**config.mk**
```make
export PLATFORM = sky130hd
export DESIGN_NAME = bsr_pixel_compressor
export DESIGN_NICKNAME = d
export VERILOG_FILES = /design/src/rtl/bsr_pkg.sv /design/src/rtl/bsr_run_tracker.sv /design/src/rtl/bsr_word_emitter.sv /design/src/rtl/bsr_out_fifo.sv /design/src/rtl/bsr_pixel_compressor.sv
export SDC_FILE = /design/constraint.sdc
export NUM_CORES = 1
export LEC_CHECK = 0
export BUFFER_PORTS_ARGS = -buffer_cell sky130_fd_sc_hd__buf_2
export CORE_ASPECT_RATIO = 1.25
export CORE_MARGIN = 3
export CORE_UTILIZATION = 45
export CTS_CLUSTER_SIZE = 40
export DETAILED_ROUTE_END_ITERATION = 10
export PLACE_DENSITY = 0.66
export SYNTH_ARGS = -nofsm -noshare
export SYNTH_HDL_FRONTEND = slang
export SYNTH_SLANG_ARGS = --single-unit
```
**constraint.sdc**
```tcl
create_clock -name clk -period 11.3 [get_ports clk]
set_input_delay 1.13 -clock clk [delete_from_list [all_inputs] [get_ports clk]]
set_output_delay 1.13 -clock clk [all_outputs]
set_load 0.03 [all_outputs]
```
**src/rtl/bsr_pkg.sv**
```systemverilog
package bsr_pkg;

  typedef enum logic [2:0] {
    M_EMPTY,
    M_SINGLE,
    M_WHOLE,
    M_UPPER,
    M_LOWER
  } run_mode_e;

  localparam logic [1:0] TY_WHOLE = 2'b01;
  localparam logic [1:0] TY_UPPER = 2'b10;
  localparam logic [1:0] TY_LOWER = 2'b11;

endpackage

```
**src/rtl/bsr_run_tracker.sv**
```systemverilog
module bsr_run_tracker
  import bsr_pkg::*;
#(
  parameter int PIX_W = 6,
  parameter int CNT_W = PIX_W - 2
) (
  input  logic                                  clk,
  input  logic                                  rst,
  input  logic                                  in_valid,
  input  logic [PIX_W-1:0]                      in_pix,
  input  logic                                  in_eof,
  input  logic                                  space_ok,
  output logic                                  in_ready,
  output logic                                  job_valid,
  output run_mode_e                             job_mode,
  output logic [CNT_W-1:0]                      job_cnt,
  output logic [PIX_W-1:0]                      job_anchor,
  output logic [(1<<CNT_W)-2:0][PIX_W/2-1:0]    job_secs,
  input  logic                                  job_done
);

  localparam int SEC_W   = PIX_W / 2;
  localparam int RUN_MAX = (1 << CNT_W) - 1;
  localparam logic [CNT_W-1:0] CNT_TOP = CNT_W'(RUN_MAX);

  run_mode_e                          mode_q;
  logic [PIX_W-1:0]                   anch_q;
  logic [CNT_W-1:0]                   cnt_q;
  logic [RUN_MAX-1:0][SEC_W-1:0]      secs_q;
  logic                               flush_q;

  logic [SEC_W-1:0] q_hi, q_lo, a_hi, a_lo;
  logic             same_hi, same_lo, room, ext, take;
  run_mode_e        start_mode;

  assign q_hi    = in_pix[PIX_W-1:SEC_W];
  assign q_lo    = in_pix[SEC_W-1:0];
  assign a_hi    = anch_q[PIX_W-1:SEC_W];
  assign a_lo    = anch_q[SEC_W-1:0];
  assign same_hi = (q_hi == a_hi);
  assign same_lo = (q_lo == a_lo);
  assign room    = (cnt_q != CNT_TOP);

  assign in_ready = !job_valid && !flush_q && space_ok;
  assign take     = in_valid && in_ready;

  always_comb begin
    start_mode = M_LOWER;
    if (same_hi && same_lo) start_mode = M_WHOLE;
    else if (same_hi)       start_mode = M_UPPER;
    case (mode_q)
      M_SINGLE: ext = same_hi || same_lo;
      M_WHOLE:  ext = same_hi && same_lo && room;
      M_UPPER:  ext = same_hi && room;
      M_LOWER:  ext = same_lo && room;
      default:  ext = 1'b0;
    endcase
  end

  always_ff @(posedge clk) begin
    if (rst) begin
      mode_q     <= M_EMPTY;
      anch_q     <= '0;
      cnt_q      <= '0;
      secs_q     <= '0;
      flush_q    <= 1'b0;
      job_valid  <= 1'b0;
      job_mode   <= M_EMPTY;
      job_cnt    <= '0;
      job_anchor <= '0;
      job_secs   <= '0;
    end else begin
      if (job_done) job_valid <= 1'b0;
      if (take) begin
        if (!ext && mode_q != M_EMPTY) begin
          job_valid  <= 1'b1;
          job_mode   <= mode_q;
          job_cnt    <= cnt_q;
          job_anchor <= anch_q;
          job_secs   <= secs_q;
        end
        if (ext) begin
          if (mode_q == M_SINGLE) begin
            mode_q    <= start_mode;
            cnt_q     <= CNT_W'(2);
            secs_q[0] <= same_hi ? a_lo : a_hi;
            secs_q[1] <= same_hi ? q_lo : q_hi;
          end else begin
            cnt_q         <= cnt_q + 1'b1;
            secs_q[cnt_q] <= (mode_q == M_UPPER) ? q_lo : q_hi;
          end
        end else begin
          mode_q <= M_SINGLE;
          anch_q <= in_pix;
          cnt_q  <= CNT_W'(1);
        end
        if (in_eof) flush_q <= 1'b1;
      end else if (flush_q && !job_valid) begin
        if (mode_q != M_EMPTY) begin
          job_valid  <= 1'b1;
          job_mode   <= mode_q;
          job_cnt    <= cnt_q;
          job_anchor <= anch_q;
          job_secs   <= secs_q;
        end
        mode_q  <= M_EMPTY;
        flush_q <= 1'b0;
      end
    end
  end

  AST_RUN_MIN: assert property (@(posedge clk) disable iff (rst)
    (mode_q inside {M_WHOLE, M_UPPER, M_LOWER}) |-> (cnt_q >= CNT_W'(2)));
  AST_SAT_CLOSE: assert property (@(posedge clk) disable iff (rst)
    (take && mode_q == M_WHOLE && same_hi && same_lo && cnt_q == CNT_TOP) |=> job_valid);
  AST_FLUSH_DONE: assert property (@(posedge clk) disable iff (rst)
    (flush_q && !job_valid) |=> !flush_q);

endmodule

```
**src/rtl/bsr_word_emitter.sv**
```systemverilog
module bsr_word_emitter
  import bsr_pkg::*;
#(
  parameter int PIX_W = 6,
  parameter int CNT_W = PIX_W - 2
) (
  input  logic                                  clk,
  input  logic                                  rst,
  input  logic                                  job_valid,
  input  run_mode_e                             job_mode,
  input  logic [CNT_W-1:0]                      job_cnt,
  input  logic [PIX_W-1:0]                      job_anchor,
  input  logic [(1<<CNT_W)-2:0][PIX_W/2-1:0]    job_secs,
  input  logic                                  fifo_full,
  output logic                                  wr_en,
  output logic                                  wr_flag,
  output logic [PIX_W-1:0]                      wr_sym,
  output logic                                  job_done
);

  localparam int SEC_W   = PIX_W / 2;
  localparam int RUN_MAX = (1 << CNT_W) - 1;
  localparam int IDX_W   = CNT_W + 1;

  logic [IDX_W-1:0] k_q, last_k, ia, ib;
  logic [SEC_W-1:0] const_sec, sec_a, sec_b;
  logic [1:0]       ty;

  assign ia = (k_q << 1) - IDX_W'(3);
  assign ib = (k_q << 1) - IDX_W'(2);

  always_comb begin
    sec_a = '0;
    sec_b = '0;
    if (ia < IDX_W'(RUN_MAX)) sec_a = job_secs[ia];
    if (ib < IDX_W'(job_cnt) && ib < IDX_W'(RUN_MAX)) sec_b = job_secs[ib];
    const_sec = (job_mode == M_UPPER) ? job_anchor[PIX_W-1:SEC_W] : job_anchor[SEC_W-1:0];
    case (job_mode)
      M_WHOLE: ty = TY_WHOLE;
      M_UPPER: ty = TY_UPPER;
      default: ty = TY_LOWER;
    endcase
    case (job_mode)
      M_SINGLE: last_k = '0;
      M_WHOLE:  last_k = IDX_W'(1);
      default:  last_k = IDX_W'(1) + IDX_W'(job_cnt >> 1);
    endcase
    wr_flag = 1'b0;
    wr_sym  = job_anchor;
    if (job_mode != M_SINGLE && k_q == '0) begin
      wr_flag = 1'b1;
      wr_sym  = {ty, job_cnt};
    end else if (job_mode == M_UPPER || job_mode == M_LOWER) begin
      if (k_q == IDX_W'(1)) wr_sym = {const_sec, job_secs[0]};
      else                  wr_sym = {sec_a, sec_b};
    end
  end

  assign wr_en    = job_valid && !fifo_full;
  assign job_done = wr_en && (k_q == last_k);

  always_ff @(posedge clk) begin
    if (rst)           k_q <= '0;
    else if (job_done) k_q <= '0;
    else if (wr_en)    k_q <= k_q + 1'b1;
  end

  AST_JOB_STABLE: assert property (@(posedge clk) disable iff (rst)
    (job_valid && !job_done) |=> (job_valid && $stable(job_cnt) && $stable(job_anchor)));

endmodule

```
**src/rtl/bsr_out_fifo.sv**
```systemverilog
module bsr_out_fifo #(
  parameter int W     = 7,
  parameter int DEPTH = 64
) (
  input  logic         clk,
  input  logic         rst,
  input  logic         wr_en,
  input  logic [W-1:0] wr_data,
  output logic         full,
  output logic         space_ok,
  output logic         out_valid,
  output logic [W-1:0] out_data,
  input  logic         out_ready
);

  localparam int AW = $clog2(DEPTH);
  localparam logic [AW:0]   CNT_FULL = (AW+1)'(DEPTH);
  localparam logic [AW:0]   CNT_LOW  = (AW+1)'(DEPTH - 2);
  localparam logic [AW-1:0] PTR_LAST = AW'(DEPTH - 1);

  logic [W-1:0]  mem [DEPTH];
  logic [AW-1:0] wr_ptr, rd_ptr;
  logic [AW:0]   count;
  logic          rd_en;

  assign full     = (count == CNT_FULL);
  assign space_ok = (count <= CNT_LOW);
  assign rd_en    = (count != '0) && (!out_valid || out_ready);

  always_ff @(posedge clk) begin
    if (wr_en) mem[wr_ptr] <= wr_data;
    if (rd_en) out_data <= mem[rd_ptr];
  end

  always_ff @(posedge clk) begin
    if (rst) begin
      wr_ptr    <= '0;
      rd_ptr    <= '0;
      count     <= '0;
      out_valid <= 1'b0;
    end else begin
      if (wr_en) wr_ptr <= (wr_ptr == PTR_LAST) ? '0 : wr_ptr + 1'b1;
      if (rd_en) rd_ptr <= (rd_ptr == PTR_LAST) ? '0 : rd_ptr + 1'b1;
      count <= count + (AW+1)'(wr_en) - (AW+1)'(rd_en);
      if (rd_en)          out_valid <= 1'b1;
      else if (out_ready) out_valid <= 1'b0;
    end
  end

  AST_NO_OVERFLOW: assert property (@(posedge clk) disable iff (rst)
    wr_en |-> (count < CNT_FULL));
  AST_OUT_HOLD: assert property (@(posedge clk) disable iff (rst)
    (out_valid && !out_ready) |=> (out_valid && $stable(out_data)));

endmodule

```
**src/rtl/bsr_pixel_compressor.sv**
```systemverilog
module bsr_pixel_compressor
  import bsr_pkg::*;
#(
  parameter int PIX_W      = 6,
  parameter int FIFO_DEPTH = 64
) (
  input  logic             clk,
  input  logic             rst,
  input  logic             in_valid,
  output logic             in_ready,
  input  logic [PIX_W-1:0] in_pix,
  input  logic             in_eof,
  output logic             out_valid,
  input  logic             out_ready,
  output logic [PIX_W-1:0] out_sym,
  output logic             out_cmp
);

  localparam int CNT_W   = PIX_W - 2;
  localparam int SEC_W   = PIX_W / 2;
  localparam int RUN_MAX = (1 << CNT_W) - 1;

  logic                          job_valid, job_done, space_ok, fifo_full;
  run_mode_e                     job_mode;
  logic [CNT_W-1:0]              job_cnt;
  logic [PIX_W-1:0]              job_anchor;
  logic [RUN_MAX-1:0][SEC_W-1:0] job_secs;
  logic                          wr_en, wr_flag;
  logic [PIX_W-1:0]              wr_sym;

  bsr_run_tracker #(.PIX_W(PIX_W), .CNT_W(CNT_W)) u_tracker (
    .clk(clk), .rst(rst), .in_valid(in_valid), .in_pix(in_pix), .in_eof(in_eof),
    .space_ok(space_ok), .in_ready(in_ready), .job_valid(job_valid),
    .job_mode(job_mode), .job_cnt(job_cnt), .job_anchor(job_anchor),
    .job_secs(job_secs), .job_done(job_done)
  );

  bsr_word_emitter #(.PIX_W(PIX_W), .CNT_W(CNT_W)) u_emitter (
    .clk(clk), .rst(rst), .job_valid(job_valid), .job_mode(job_mode),
    .job_cnt(job_cnt), .job_anchor(job_anchor), .job_secs(job_secs),
    .fifo_full(fifo_full), .wr_en(wr_en), .wr_flag(wr_flag), .wr_sym(wr_sym),
    .job_done(job_done)
  );

  bsr_out_fifo #(.W(PIX_W + 1), .DEPTH(FIFO_DEPTH)) u_fifo (
    .clk(clk), .rst(rst), .wr_en(wr_en), .wr_data({wr_flag, wr_sym}),
    .full(fifo_full), .space_ok(space_ok), .out_valid(out_valid),
    .out_data({out_cmp, out_sym}), .out_ready(out_ready)
  );

  AST_READY_SPACE: assert property (@(posedge clk) disable iff (rst)
    (!space_ok) |-> (!in_ready));

endmodule

```
==> reports/results.md, run 1 <==
| Metric | Value |
| --- | --- |
| Clock buffer count from CTS | 56 |
| Finished Cell Area | 27,200 µm² |
| Max VDD drop | 0.182 mV |
| Cts repair resizes | 0 |
| Count of maximum capacitance violations | 0 |
| Fmax | 238 MHz |
| Setup repair after global routing missed its margin | no |
| Final Max Slew Viols | 0 |
| Maximum level of the CTS H-tree | 2 |
| Critical Path Start Type | flip-flop |
| Leak Pwr | 9.00 nW |
| Via/cell ratio | 5.77 |
| I/O pins | 20 |
| Required time of the critical path | 11,610 ps |
| Worst-case clock buffer depth | 3 |
| Growth of design area from synthesis to finish | 10.8% |
| Largest net degree at the start of global routing | 79 |
| TritonCTS clock tree | done |
| Die extent in x | 215 µm |
| Source-to-sink clock delay at the later pin of the worst-skew pair | 610 ps |
| Share of async-settable or async-resettable flops after synthesis | 0% |
| Number of placed cells counting well taps | 2,261 |
| Avg WL per Cell | 22.3 µm |
| Proportion of netlist area held by the largest area contributor | 55.6% |
| Root buf cell | clkbuf_16 |
| Setup tns final | 0 ps |
| Initial antenna violation count | 0 |
| Post-CTS setup repair buffer count | 0 |
| Count of placed standard cells in the final layout, fillers left out | 2,361 |
| Power per cell area | 199 nW/µm² |
| Final Critical Period | 4200 ps |
| Post-synth design cell area | 24,600 µm² |
| Worst-path clk slew | 60 ps |
| Die Outline Area | 57,500 µm² |
| Share of the yosys chip area belonging to registers | 67.2% |
| Setup slack at placement | 7040 ps |
| Die Height | 267 µm |
| Final number of setup-violating endpoints | 0 |
| Worst Hold Class | flip-flop to flip-flop |
| Number of iterations in the first detailed-routing pass | 6 |
| Core ar. | 53,800 µm² |
| Count of flip-flops with a built-in enable after synthesis | 455 |
| Placed cell area | 25,400 µm² |
| Final core utilization | 50.6% |
| Final clock period utilization by the worst path | 37.2% |
| Detailed-route DRC error count | 0 |
| Hold Vio Cnt, Final | 0 |
| Total grt overflow | 0 |
| Relative max-transition margin | 23.9% |
| Cell count after synthesis | 1,591 |
| Outcome | complete, no violations |
| Overall track demand over capacity in global routing | 18.7% |
| Worst-case setup margin in the final layout | 7100 ps |
| Syn Nets | 1,633 |
| Ranking of synthesized cells by area | edfxtp_1 56%, dfxtp_1 12%, mux4_2 11% |
| FF+latch count, synth | 598 |
| Syn Area/Cell | 15.4 µm² |
| Yosys top cell by area | edfxtp_1 |
| Most frequently used flop master after synthesis | edfxtp_1 |
| Critical setup path kind | flip-flop to flip-flop |
| Std-Cell Rows | 95 |
| Total wire length | 52,700 µm |
| Initial DRC count | 1,171 |
| Synth Warn # | 0 |
| Count of nets after finishing | 1,634 |
| Distinct cell type count after synthesis | 67 |
| Count of buffers from port buffering | 19 |
| Initial Utilization | 45.6% |
| Global-route wire length before repair | 83,300 µm |
| Number of hold-repair buffers added at the cts stage | 0 |
| Worst Setup End Kind | flip-flop |
| Worst EP arrival | 4520 ps |
| Skew final | 24.7 ps |
| DP Wirelength | 33,400 µm |
| Final Wtd Congestion | 0.856 |
| Detailed-route via count | 13,600 |
| Antenna Violating Nets Remaining | 0 |
| Worst Path Max Fanout | 64 |
| Number of global-route vias before repair | 14,000 |
| Clock sink count | 598 |
| Fraction of final layout cells sized beyond drive strength 1 | 16.4% |
| Least-Margin Pin Slew | 1140 ps |
==> area by class of cell <==
cell class / count / area (µm²)
Fill cell: 4455 / 26600
Sequential cell: 598 / 16500
Multi-Input combinational cell: 870 / 7640
Clock buffer: 67 / 1460
Tap cell: 727 / 910
Clock inverter: 32 / 338
Timing Repair Buffer: 38 / 240
Inverter: 28 / 105
Antenna cell: 1 / 2.50
==> worst paths after layout <==
| path | slack (ps) | depth (start not counted) | to | from |
|---|---|---|---|---|
| setup / recovery | 7100 | 10 | u_fifo.mem[39][1]$_DFFE_PP_ | u_emitter.k_q[0]$_SDFFE_PP0P_ |
| hold / removal | 490 | 2 | u_tracker.job_secs[40]$_SDFFE_PP0P_ | u_tracker.secs_q[40]$_SDFFE_PP0P_ |
| setup reg to reg | 7100 | 10 | u_fifo.mem[39][1]$_DFFE_PP_ | u_emitter.k_q[0]$_SDFFE_PP0P_ |
| hold reg to reg | 490 | 2 | u_tracker.job_secs[40]$_SDFFE_PP0P_ | u_tracker.secs_q[40]$_SDFFE_PP0P_ |
==> Yosys cell counts, types with 6 or more instances <==
master / n
mux2i_1: 65
edfxtp_1: 455
mux4_2: 121
clkbuf_1: 52
buf_1: 11
a31oi_1: 9
nand3_1: 17
o2111ai_1: 6
o22ai_1: 13
or4_1: 6
xnor2_1: 13
o2111ai_2: 8
nand2b_1: 11
ha_1: 30
a22oi_1: 39
nand3b_1: 44
a211oi_1: 7
xor2_1: 20
nor2_1: 177
nand2_1: 56
buf_2: 27
nor3_1: 19
nor2b_1: 13
inv_1: 28
a21oi_1: 44
o21ai_0: 60
dfxtp_1: 143
nor4_1: 11
==> sequential cells by signal, indices dropped and copies added, names as in the netlist, 4 cells and up <==
register              cells
u_tracker.cnt_q           4
u_tracker.secs_q         45
u_tracker.anch_q          6
u_fifo.wr_ptr             6
u_emitter.k_q             5
u_tracker.job_anchor      6
u_fifo.out_data           7
u_fifo.rd_ptr             6
u_fifo.count              7
u_fifo.mem              448
u_tracker.job_secs       45
u_tracker.job_cnt         4
==> kinds of logic after synthesis <==
group	count (synthesis)	synth area share, %
fa+ha+maj	31	1.61
buf+inv	123	2.08
compound gates	240	6.64
mux	186	13.7
simple gates	380	7.52
xor+xnor	33	1.18
flops	598	67.2
==> report_power, final <==
group          switching (W)  internal (W)
Combinational       0.000530      0.000432
Clock               0.000795       0.00108
Sequential          0.000109       0.00247
==> critical path, stage by stage (launching register included) <==
cell and delay (ps):
dfxtp_1 1060, inv_1 180, ha_1 580, inv_1 100
ha_1 280, o21a_1 100, o21a_1 180, o311ai_0 470
o21ai_0 250, o21ai_4 160, buf_4 530
==> cells in the final DEF (no fill, tap or decap), types with 8 or more instances in the layout <==
cell / n
buf_4: 20
edfxtp_1: 455
buf_2: 18
nor4_1: 11
xor2_1: 20
o2111ai_2: 8
nor2_1: 177
inv_1: 28
nand2_1: 56
nor3_1: 19
nand3b_1: 44
o21ai_0: 55
nor2b_1: 11
clkbuf_1: 10
nand3_1: 16
clkinv_1: 12
nand2b_1: 11
clkbuf_16: 57
o22ai_1: 12
a21oi_1: 43
dfxtp_1: 141
mux2i_1: 65
mux4_2: 121
xnor2_1: 13
a31oi_1: 9
a22oi_1: 39
ha_1: 30
==> per-layer routing <==
| metal | track usage [%] | routed length, µm |
|---|---|---|
| met1 | 22.9 | 20400 |
| met4 | 5.91 | 1450 |
| met3 | 3.03 | 2560 |
| met5 | 0 | 0 |
| met2 | 34.0 | 28300 |
==> stage by stage <==
| step | power, W | hold WS, ps |
|---|---|---|
| finish | 0.00542 | 486 |
| global route | 0.00566 | 508 |
| CTS | 0.00548 | 489 |
| detailed placement | 0.00361 | 474 |
| global placement | 0.00359 | 468 |
| floorplan | 0.00335 | 453 |
Note: power is estimated with default switching activity, not from simulation.
==> run 2, diff against run 1 <==
==> constraint.sdc (replaced) <==
create_clock -name clk -period 4.2 [get_ports clk]
set_input_delay 0.42 -clock clk [delete_from_list [all_inputs] [get_ports clk]]
set_output_delay 0.42 -clock clk [all_outputs]
set_load 0.03 [all_outputs]
==> reports/results.md, run 2 (same netlist as run 1, synthesis figures left out) <==
| Metric | Value | Change |
| --- | --- | --- |
| Leak Pwr | 9.07 nW | +0.77% |
| Largest net degree at the start of global routing | 65 | -18% |
| Worst EP arrival | 3940 ps | -580 ps |
| Detailed-route DRC error count | 0 | unchanged |
| Initial DRC count | 1,129 | -3.6% |
| Count of buffers from port buffering | 19 | unchanged |
| Number of fill cells in the layout | 4,413 | -0.94% |
| I/O pins | 20 | unchanged |
| Power per cell area | 532 nW/µm² | +170% |
| Cts repair resizes | 0 | unchanged |
| Skew final | 23.5 ps | -1.23 ps |
| Critical setup path kind | flip-flop to flip-flop |  |
| Most frequent standard cell in the layout excluding fill and tap cells | edfxtp_1 |  |
| Initial antenna violation count | 0 | unchanged |
| Final Wtd Congestion | 0.867 | +1.3% |
| Antenna Violating Nets Remaining | 0 | unchanged |
| Max VDD drop | 0.404 mV | +120% |
| Placed cell area | 25,600 µm² | +0.78% |
| Maximum level of the CTS H-tree | 2 | unchanged |
| Overall track demand over capacity in global routing | 18.5% | -0.15 points |
| DP Wirelength | 34,400 µm | +3.0% |
| Die Outline Area | 57,500 µm² | unchanged |
| Number of iterations in the first detailed-routing pass | 7 | +1 |
| Critical path's slowest cell | nor4bb_1 |  |
| Via/cell ratio | 5.80 | +0.50% |
| Root buf cell | clkbuf_16 |  |
| Least-Margin Pin Slew | 1050 ps | -96.1 ps |
| Number of global-route vias before repair | 13,800 | -1.4% |
| TritonCTS clock tree | done |  |
| Worst-case setup margin in the final layout | 713 ps | -6380 ps |
| Hold Vio Cnt, Final | 0 | unchanged |
| Final clock period utilization by the worst path | 83.0% | +46 points |
| Total wire length | 53,300 µm | +1.0% |
| Launch point of the worst reg-to-reg path | u_fifo.count[4]$_SDFF_PP0_ |  |
| Avg WL per Cell | 22.4 µm | +0.19% |
| Final Max Slew Viols | 0 | unchanged |
| Startpoint of the lowest-slack hold path | in_eof |  |
| Detailed-route via count | 13,800 | +1.3% |
| Outcome | complete, no violations |  |
| Clock sink count | 598 | unchanged |
| Die extent in x | 215 µm | unchanged |
| Critical Path Start Type | flip-flop |  |
| Setup tns final | 0 ps | unchanged |
| Worst Path Buf+Inv | 4 | +1 |
| Initial Utilization | 45.6% | unchanged |
| Count of nets after finishing | 1,648 | +0.86% |
| Number of hold-repair buffers added at the cts stage | 0 | unchanged |
| Most frequent cells in the layout | 455 x edfxtp_1, 177 x nor2_1, 139 x dfxtp_1, 121 x mux4_2, 65 x mux2i_1 |  |
| Core ar. | 53,800 µm² | unchanged |
| Largest stage delay on the critical path | 550 ps | -510 ps |
| Std-Cell Rows | 95 | unchanged |
| Count of maximum capacitance violations | 0 | unchanged |
| Registers with the highest flip-flop counts | u_fifo.mem x448, u_tracker.job_secs x45, u_tracker.secs_q x45 |  |
| Clock buffer count from CTS | 57 | +1.8% |
| Cells traversed along the worst timing path | inv_1 -> ha_1 -> nor4bb_1 -> a21boi_1 -> buf_4 -> ha_1 -> inv_1 -> ha_1 -> inv_1 -> fa_1 -> nand2b_1 -> a21oi_1 -> o21ai_0 -> a21oi_1 -> o21a_1 -> nor3_1 |  |
| Finished Cell Area | 27,400 µm² | +0.71% |
| Fraction of final layout cells sized beyond drive strength 1 | 17.7% | +1.4 points |
| Growth of design area from synthesis to finish | 11.6% |  |
| Number of antenna cells inserted | 0 | -1 |
| Die Height | 267 µm | unchanged |
| Post-CTS setup repair buffer count | 0 | unchanged |
| Worst Setup End Kind | flip-flop |  |
| Source-to-sink clock delay at the later pin of the worst-skew pair | 610 ps | about the same |
| Fmax | 287 MHz | +21% |
| Flip-flop count of the largest register, all copies and words added | 448 | unchanged |
| Global-route wire length before repair | 82,700 µm | -0.71% |
| Setup slack at placement | 751 ps | -6290 ps |
| Top reg by flops | u_fifo.mem |  |
| Setup repair after global routing missed its margin | no |  |
| Final Critical Period | 3490 ps | -716 ps |
| Required time of the critical path | 4660 ps | -6950 ps |
| Worst Path Max Fanout | 13 | -80% |
| Cell family with most CP delay | adder cells |  |
| Relative max-transition margin | 30.0% | +6.1 points |
| Start point of the critical path | u_fifo.count[4]$_SDFF_PP0_ |  |
| Worst-path clk slew | 60 ps | about the same |
| Worst Hold Class | input pin to flip-flop |  |
| Final number of setup-violating endpoints | 0 | unchanged |
| Total grt overflow | 0 | unchanged |
| Worst-case clock buffer depth | 3 | unchanged |
==> run 2: changes by cell type in the layout (fill, tap and decap cells not counted), moves of 4 or more <==
| cell | previous run | this run |
|---|---|---|
| buf_4 | 20 | 30 |
| bufinv_16 | 7 | 3 |
| clkbuf_1 | 10 | 15 |
| inv_1 | 28 | 24 |
==> run 2: stage by stage <==
step	cells	power [W]	utilization, %	hold slack [ps]
finish	2380	0.0146	50.9	84.5
floorplan	1591	0.00904	-	453
global placement	2274	0.00980	47.6	467
detailed placement	2274	0.00985	47.6	468
global route	2380	0.0152	50.9	82.7
CTS	2380	0.0148	50.9	49.5
==> run 2: metal layers <==
metal	vias to the layer above	track usage, %	share of wire [%]
met5	-	0	0
li1	6243	-	-
met1	7065	23.4	40
met2	411	33.7	53
met3	93	2.55	5.2
met4	0	4.95	2.3
==> run 2: layout make-up <==
| class | instances | area (µm²) | area share, % |
|---|---|---|---|
| timing repair buffer | 51 | 375 | 1.37 |
| clock inverter | 31 | 251 | 0.917 |
| tap | 727 | 910 | 3.32 |
| inverter | 28 | 113 | 0.411 |
| multi-input combinational | 870 | 7690 | 28.1 |
| sequential | 598 | 16500 | 60.3 |
| clock buffer | 75 | 1550 | 5.64 |
==> run 2: worst paths after layout <==
kind                                                          end  slack [ps]  cells past startpoint
worst max register to register         u_fifo.count[6]$_SDFF_PP0_         710                     16
worst min-delay path               u_tracker.flush_q$_SDFFE_PP0P_          80                      3
worst min register to register  u_tracker.secs_q[33]$_SDFFE_PP0P_         480                      2
worst max-delay path                   u_fifo.count[6]$_SDFF_PP0_         710                     16
==> run 2: worst min-delay path, cell delays in order <==
cell and delay (ps):
buf_2 90, a22oi_1 60, nor2_1 70
==> run 2: report_power, final <==
group	internal (W)	switching [W]	total (W)	leakage [nW]
Clock	0.00278	0.00213	0.00491	0.871
Sequential	0.00665	0.000203	0.00685	5.32
Combinational	0.00123	0.00160	0.00284	2.89
Total	0.0107	0.00394	0.0146	9.07
